<file path="config.mk">
export PLATFORM = sky130hd
export DESIGN_NAME = zsd_decoder
export DESIGN_NICKNAME = d
export VERILOG_FILES = /design/src/rtl/zsd_pkg.sv /design/src/rtl/zsd_rail_norm.sv /design/src/rtl/zsd_match.sv /design/src/rtl/zsd_decoder.sv
export SDC_FILE = /design/constraint.sdc
export NUM_CORES = 1
export LEC_CHECK = 0
export ABC_AREA = 1
export BUFFER_PORTS_ARGS = -buffer_cell sky130_fd_sc_hd__buf_2
export CORE_UTILIZATION = 50
export CTS_BUF_LIST = sky130_fd_sc_hd__clkbuf_4
export DETAILED_ROUTE_END_ITERATION = 10
export PLACE_DENSITY = 0.77
export SLEW_MARGIN = 5
export SYNTH_ARGS = -nofsm -noshare
export SYNTH_HDL_FRONTEND = slang
export SYNTH_SLANG_ARGS = --single-unit
export TNS_END_PERCENT = 50
</file>
<file path="constraint.sdc">
create_clock -name clk -period 1.5 [get_ports clk]
set_input_delay 0.225 -clock clk [delete_from_list [all_inputs] [get_ports clk]]
set_output_delay 0.225 -clock clk [all_outputs]
set_load 0.005 [all_outputs]
</file>
<file path="src/rtl/zsd_pkg.sv">
package zsd_pkg;

    // Window length in bit periods; the longest pattern (B8ZS) spans eight.
    localparam int WIN = 8;
    // Output follows sampling by the window plus the output register.
    localparam int LAT = WIN + 1;

    typedef enum logic {
        LC_B8ZS = 1'b0,
        LC_HDB3 = 1'b1
    } line_code_e;

    // One bit period of normalised (active-high) rail data.
    typedef struct packed {
        logic p;
        logic n;
    } rail_t;

    typedef struct packed {
        rail_t [WIN-1:0] sr;       // index 0 = oldest slot
        logic  [WIN-1:0] held;     // slot belongs to a removed substitution
        logic  [WIN-1:0] cvm;      // slot carries an HDB3 V-polarity violation
        logic            last_pos; // polarity of last line mark, 1 = positive
        logic            last_v;   // polarity of last substitution V
        logic            v_seen;   // a substitution V has been seen since reset
        logic            data;
        logic            viol;
    } dec_state_t;

endpackage

</file>
<file path="src/rtl/zsd_rail_norm.sv">
module zsd_rail_norm #(
    parameter int LANES = 2
) (
    input  logic             act_high_i,
    input  logic [LANES-1:0] raw_i,
    output logic [LANES-1:0] norm_o
);
    for (genvar k = 0; k < LANES; k++) begin : g_lane
        assign norm_o[k] = act_high_i ? raw_i[k] : ~raw_i[k];
    end
endmodule

</file>
<file path="src/rtl/zsd_match.sv">
module zsd_match
    import zsd_pkg::*;
(
    input  rail_t [WIN-1:0] win_i,
    input  logic  [WIN-1:0] held_i,
    input  logic            last_pos_i,
    input  logic            en_i,
    input  line_code_e      code_i,
    output logic            hit_o,
    output logic            hdb_o,
    output logic  [WIN-1:0] clr_o,
    output logic            v_pos_o
);
    localparam logic [WIN-1:0] CLR_B8   = WIN'(8'b1101_1000);
    localparam logic [WIN-1:0] CLR_HZ   = WIN'(8'b0000_1000);
    localparam logic [WIN-1:0] CLR_HB   = WIN'(8'b0000_1001);

    function automatic logic is_gap(rail_t r);
        return ~r.p & ~r.n;
    endfunction

    // single-rail mark of the given polarity
    function automatic logic is_mark(rail_t r, logic pos);
        return pos ? (r.p & ~r.n) : (~r.p & r.n);
    endfunction

    logic b8_seq, hz_seq, hb_seq, slots_free;

    always_comb begin
        b8_seq = is_gap(win_i[0]) & is_gap(win_i[1]) & is_gap(win_i[2])
               & is_mark(win_i[3], last_pos_i) & is_mark(win_i[4], ~last_pos_i)
               & is_gap(win_i[5])
               & is_mark(win_i[6], ~last_pos_i) & is_mark(win_i[7], last_pos_i);
        hz_seq = is_gap(win_i[0]) & is_gap(win_i[1]) & is_gap(win_i[2])
               & is_mark(win_i[3], last_pos_i);
        hb_seq = is_mark(win_i[0], ~last_pos_i) & is_gap(win_i[1]) & is_gap(win_i[2])
               & is_mark(win_i[3], ~last_pos_i);
        slots_free = ~held_i[0] & ~held_i[3];

        hit_o   = 1'b0;
        hdb_o   = 1'b0;
        clr_o   = '0;
        v_pos_o = win_i[3].p;
        if (en_i && slots_free) begin
            if (code_i == LC_B8ZS) begin
                if (b8_seq) begin
                    hit_o = 1'b1;
                    clr_o = CLR_B8;
                end
            end else if (hz_seq) begin
                hit_o = 1'b1;
                hdb_o = 1'b1;
                clr_o = CLR_HZ;
            end else if (hb_seq) begin
                hit_o = 1'b1;
                hdb_o = 1'b1;
                clr_o = CLR_HB;
            end
        end
    end
endmodule

</file>
<file path="src/rtl/zsd_decoder.sv">
module zsd_decoder
    import zsd_pkg::*;
#(
    parameter int CFG_W    = 8,
    parameter int BIT_CODE = 3,
    parameter int BIT_DUAL = 4,
    parameter int BIT_POL  = 5
) (
    input  logic             clk,
    input  logic             rst_n,
    input  logic [CFG_W-1:0] cfg_i,
    input  logic             mode_i,
    input  logic             rx_pos_i,
    input  logic             rx_neg_i,
    output logic             data_o,
    output logic             viol_o
);
    dec_state_t st_q, st_d;

    logic       code_on, dual_on, act_high, dec_en;
    logic [1:0] rail_n;
    rail_t      rail_in, w0;
    logic       hit, hdb, v_pos;
    logic [WIN-1:0] clr, held_eff, cvm_eff;
    logic       single, both, gone;
    logic       cfg_unused;

    assign code_on    = cfg_i[BIT_CODE];
    assign dual_on    = cfg_i[BIT_DUAL];
    assign act_high   = cfg_i[BIT_POL];
    assign dec_en     = code_on & ~dual_on;
    assign cfg_unused = ^cfg_i;

    zsd_rail_norm #(.LANES(2)) i_norm (
        .act_high_i (act_high),
        .raw_i      ({rx_pos_i, rx_neg_i}),
        .norm_o     (rail_n)
    );
    assign rail_in = '{p: rail_n[1], n: rail_n[0]};

    zsd_match i_match (
        .win_i      (st_q.sr),
        .held_i     (st_q.held),
        .last_pos_i (st_q.last_pos),
        .en_i       (dec_en),
        .code_i     (line_code_e'(mode_i)),
        .hit_o      (hit),
        .hdb_o      (hdb),
        .clr_o      (clr),
        .v_pos_o    (v_pos)
    );

    always_comb begin
        st_d     = st_q;
        w0       = st_q.sr[0];
        held_eff = st_q.held | clr;
        cvm_eff  = st_q.cvm;
        if (hdb && st_q.v_seen && (v_pos == st_q.last_v))
            cvm_eff[3] = 1'b1;

        single = w0.p ^ w0.n;
        both   = w0.p & w0.n;
        gone   = dec_en & held_eff[0];

        if (dual_on) begin
            st_d.data = w0.p;
            st_d.viol = w0.n;
        end else begin
            st_d.data = (w0.p | w0.n) & ~gone;
            st_d.viol = both
                      | (single & ~gone & (w0.p == st_q.last_pos))
                      | (dec_en & cvm_eff[0]);
        end

        if (single)
            st_d.last_pos = w0.p;
        if (hdb) begin
            st_d.last_v = v_pos;
            st_d.v_seen = 1'b1;
        end

        for (int k = 0; k < WIN-1; k++) begin
            st_d.sr[k]   = st_q.sr[k+1];
            st_d.held[k] = held_eff[k+1];
            st_d.cvm[k]  = cvm_eff[k+1];
        end
        st_d.sr[WIN-1]   = rail_in;
        st_d.held[WIN-1] = 1'b0;
        st_d.cvm[WIN-1]  = 1'b0;

        if (!rst_n)
            st_d = '0;
    end

    always_ff @(posedge clk) begin
        st_q <= st_d;
    end

    assign data_o = st_q.data;
    assign viol_o = st_q.viol;

    // ---------------- assertions ----------------
    logic [3:0] since_q;
    always_ff @(posedge clk) begin
        if (!rst_n)
            since_q <= '0;
        else if (since_q != 4'd15)
            since_q <= since_q + 4'd1;
    end

    // reset empties the outputs on the following cycle
    a_r1_reset_clears: assert property (@(posedge clk)
        !rst_n |=> (!data_o && !viol_o));

    // R3 (with R2 polarity): dual-rail output is the normalised rails, nine cycles late
    a_r3_dual_pass: assert property (@(posedge clk) disable iff (!rst_n)
        (since_q >= 4'd10 && $past(dual_on, 1))
        |-> (data_o == $past(rx_pos_i ~^ act_high, 9)
          && viol_o == $past(rx_neg_i ~^ act_high, 9)));

    // undecoded single-rail data is any mark, nine cycles late
    a_r4_raw_marks: assert property (@(posedge clk) disable iff (!rst_n)
        (since_q >= 4'd10 && !$past(dual_on, 1) && !$past(code_on, 1))
        |-> (data_o == $past(rail_n[1] | rail_n[0], 9)));

    // with decoding off every flag comes with a mark
    a_r5_flag_needs_mark: assert property (@(posedge clk) disable iff (!rst_n)
        (!dual_on && !code_on) |=> (!viol_o || data_o));

    // a both-rail slot is a flagged one
    a_r6_both_rails: assert property (@(posedge clk) disable iff (!rst_n)
        (!dual_on && w0.p && w0.n) |=> (data_o && viol_o));

    // a recognised substitution never emits a one for its leading slot
    a_r7_hit_blanks_slot: assert property (@(posedge clk) disable iff (!rst_n)
        (dec_en && hit) |=> !data_o);

endmodule

</file>
==> results.json <==
{
  "final_cell_count_no_fill": 209,
  "drt-vias-per-instance": 4.450,
  "routed_wl_mm": 1.940,
  "first_pass_iters": 4,
  "wl_per_cell_um": 9.282,
  "clock_latency_ps": 330,
  "setup-tns-final_ps": 0,
  "drive_above_1_share_pct": 19.34,
  "status": "completed",
  "numPortBuffers": 9,
  "cts_tree": "done",
  "max_slew_margin_pct": 79.20,
  "drc": 0,
  "rr_startpoint": "st_q[21]",
  "fin_nets": 197,
  "syn_inst": 167,
  "syn-mean-instance-area_sq_um": 7.507,
  "power_density_nw_per_um2": 1000,
  "numCtsBuffers": 5,
  "area_delta_synth_final_pct": 10.18,
  "p_int_mw": 1.076,
  "p_switching_mw": 0.3051,
  "drtIter0Drc": 5,
  "via_count": 930,
  "cp-startpoint": "st_q[21]",
  "dp.cells": 201,
  "hold_viol_final": 0,
  "cts.path.max_buffers": 2,
  "peakVddDrop_mv": 0.6798,
  "netlist_area_sq_um": 1254,
  "setup_violations": 0,
  "antenna_found_initial": 0,
  "rsz0062_at_grt": "false",
  "ant_nets": 0,
  "period_share_pct": 88.17,
  "track_usage_pct": 18.49,
  "start_util_pct": 54.58,
  "grt_max_degree": 19,
  "dieArea_sq_um": 2712,
  "yosys_warnings": 0,
  "synth_edf_count": 0,
  "min_path_type": "in2reg",
  "path_cells": "inv_1, ha_1, inv_1, nor2_1, nand2_1, nand2_1, nand2_1, nand2_2, nand2_4, nand3_1, and2_1",
  "p_comb_share_pct": 4.3,
  "arrival_ps": 1550,
  "dp_hpwl_mm": 1.461,
  "switching_share_pct": 22.09,
  "ys_seq_area_share_pct": 49.50,
  "crit_slowest_cell": "dfxtp_2",
  "place_congestion": 0.7880,
  "drv_slew": 0,
  "p_seq_share_pct": 61.0,
  "cp-start-kind": "flip-flop",
  "max_stage_delay_ps": 360,
  "grt_pass1_wl_mm": 3.436,
  "cts_hold_buf": 0,
  "ys_seq_elements": 31,
  "drv_cap": 0,
  "yosys.cell_types.count": 23,
  "dieHeight_um": 52.08,
  "cp_top_family": "simple AND/OR/NAND/NOR gates",
  "grt_pass1_vias": 897,
  "design_area_sq_um": 1381,
  "critPathMostFrequentCell": "nand2_1",
  "crit_fanout": 5,
  "p_leak_nw": 0.8065,
  "syn_nets": 184,
  "timing.fmax_mhz": 756.1,
  "cts-root-buf": "clkbuf_4",
  "path_clk_slew_ps": 90,
  "rows": 17,
  "clockPowerShare_pct": 34.7,
  "cp-end-kind": "flip-flop",
  "synth-async-reset-ratio_pct": 0,
  "fill_cells": 215,
  "postPlaceCellArea_sq_um": 1321,
  "diodes": 0,
  "cts.sinks": 31,
  "fin_worst_skew_ps": 7.955,
  "path_class": "reg2reg",
  "min-delay-start": "rx_pos_i",
  "synth_flop_cell": "dfxtp_1",
  "gr-total-overflow": 0,
  "io_pins": 15,
  "regArea_sq_um": 623.1,
  "multi_input_area_sq_um": 459.2,
  "required_ps": 1730,
  "period_minus_slack_ps": 1323,
  "fp.coreArea_sq_um": 2297,
  "die_x_um": 52.08,
  "crit_buf_inv": 2,
  "cts_htree_levels": 2,
  "tightest_slew_ps": 311.6
}
[path summary, 6_finish.rpt]
kind | end | slack, ps | cells past startpoint
setup / recovery | st_q[15] | 180 | 11
hold / removal | st_q[36] | 130 | 3
setup reg to reg | st_q[15] | 180 | 11
hold reg to reg | st_q[14] | 410 | 2
[per-stage QoR]
stage	util [%]	power (mW)	setup WS [ps]	hold WS, ps
2_1_floorplan	-	0.8997	218.1	365.8
3_3_place_gp	57.52	0.9192	131.5	389.3
3_5_place_dp	57.52	0.9231	106.4	395.8
4_1_cts	60.02	1.405	90.15	116.1
5_1_grt	60.13	1.451	32.27	159.9
6_report	60.13	1.381	177.4	131.5
[cells in the final DEF (no fill, tap or decap)]
| cell | Yosys | layout |
|---|---|---|
| nand2_1 | 44 | 44 |
| inv_1 | 34 | 33 |
| dfxtp_1 | 31 | 29 |
| nor2_1 | 11 | 11 |
| buf_2 | 1 | 9 |
| inv_2 | 7 | 8 |
| clkbuf_4 | 0 | 7 |
| a21oi_1 | 5 | 5 |
| nand3_1 | 4 | 4 |
| o21ai_0 | 4 | 4 |
| ha_1 | 4 | 4 |
| nor3_1 | 3 | 3 |
| nand2_2 | 3 | 3 |
| o21ai_1 | 2 | 2 |
| nor2_4 | 2 | 2 |
| and2_1 | 2 | 2 |
| nand4_1 | 2 | 2 |
| xor2_1 | 2 | 2 |
| dfxtp_2 | 0 | 2 |
| o21ai_2 | 1 | 1 |
| nand2_4 | 1 | 1 |
| a211o_1 | 1 | 1 |
| clkinv_2 | 0 | 1 |
| buf_4 | 1 | 1 |
[cell usage after synthesis, types with 3 or more instances]
library cell	number	area, sq um
inv_2	7	26.28
o21ai_0	4	20.02
inv_1	34	127.6
nand3_1	4	20.02
ha_1	4	50.05
nor3_1	3	15.01
nand2_1	44	165.2
nor2_1	11	41.29
a21oi_1	5	25.02
nand2_2	3	18.77
dfxtp_1	31	620.6
[repair_timing]
action,in CTS,in global routing
resized for setup,0,3
endpoints found under the setup margin,0,2
buffers inserted,0,0
[flip-flops by register name (all words and copies together), names as in the netlist]
signal	flops
st_q	26
cvm_eff	3
data_o	1
viol_o	1
[worst min-delay path: cells and delay by family]
kind	cells	cell delay (ps)
buffers and inverters	1	80
and+or+nand+nor	1	70
xor gates and xnor gates	1	50
[cell type report]
cell class,count,area share [%]
flip-flops and latches,31,45.11
multi-input cells,91,33.24
inverters,41,11.14
clock buffers,7,3.804
repair buffers,10,3.804
well taps,28,2.536
clock inverters,1,0.3623
[power by group through the flow]
stage	Sequential, mW	Combinational, mW	Clock [mW]
detailed placement	0.862	0.0606	0
floorplan	0.861	0.0392	0
CTS	0.843	0.0610	0.501
finish	0.843	0.0595	0.479
global placement	0.862	0.0575	0
global route	0.846	0.0685	0.537
[cells by family after synthesis]
logic type / synth area share [%]
xor gates and xnor gates: 1.397
and+or+nand+nor: 25.45
DFF: 49.50
buffers and inverters: 13.87
adders and majority gates: 3.992
AOI/OAI and AO/OA: 5.788
[layer usage]
metal	global-route usage [%]	up-vias	part of all wire, %
met4	12.16	0	1.3
li1	-	509	-
met3	8.772	2	4.8
met5	0	-	0
met2	29.49	18	49
met1	19.13	401	45
No activity file was read; power rests on OpenSTA's default activity.
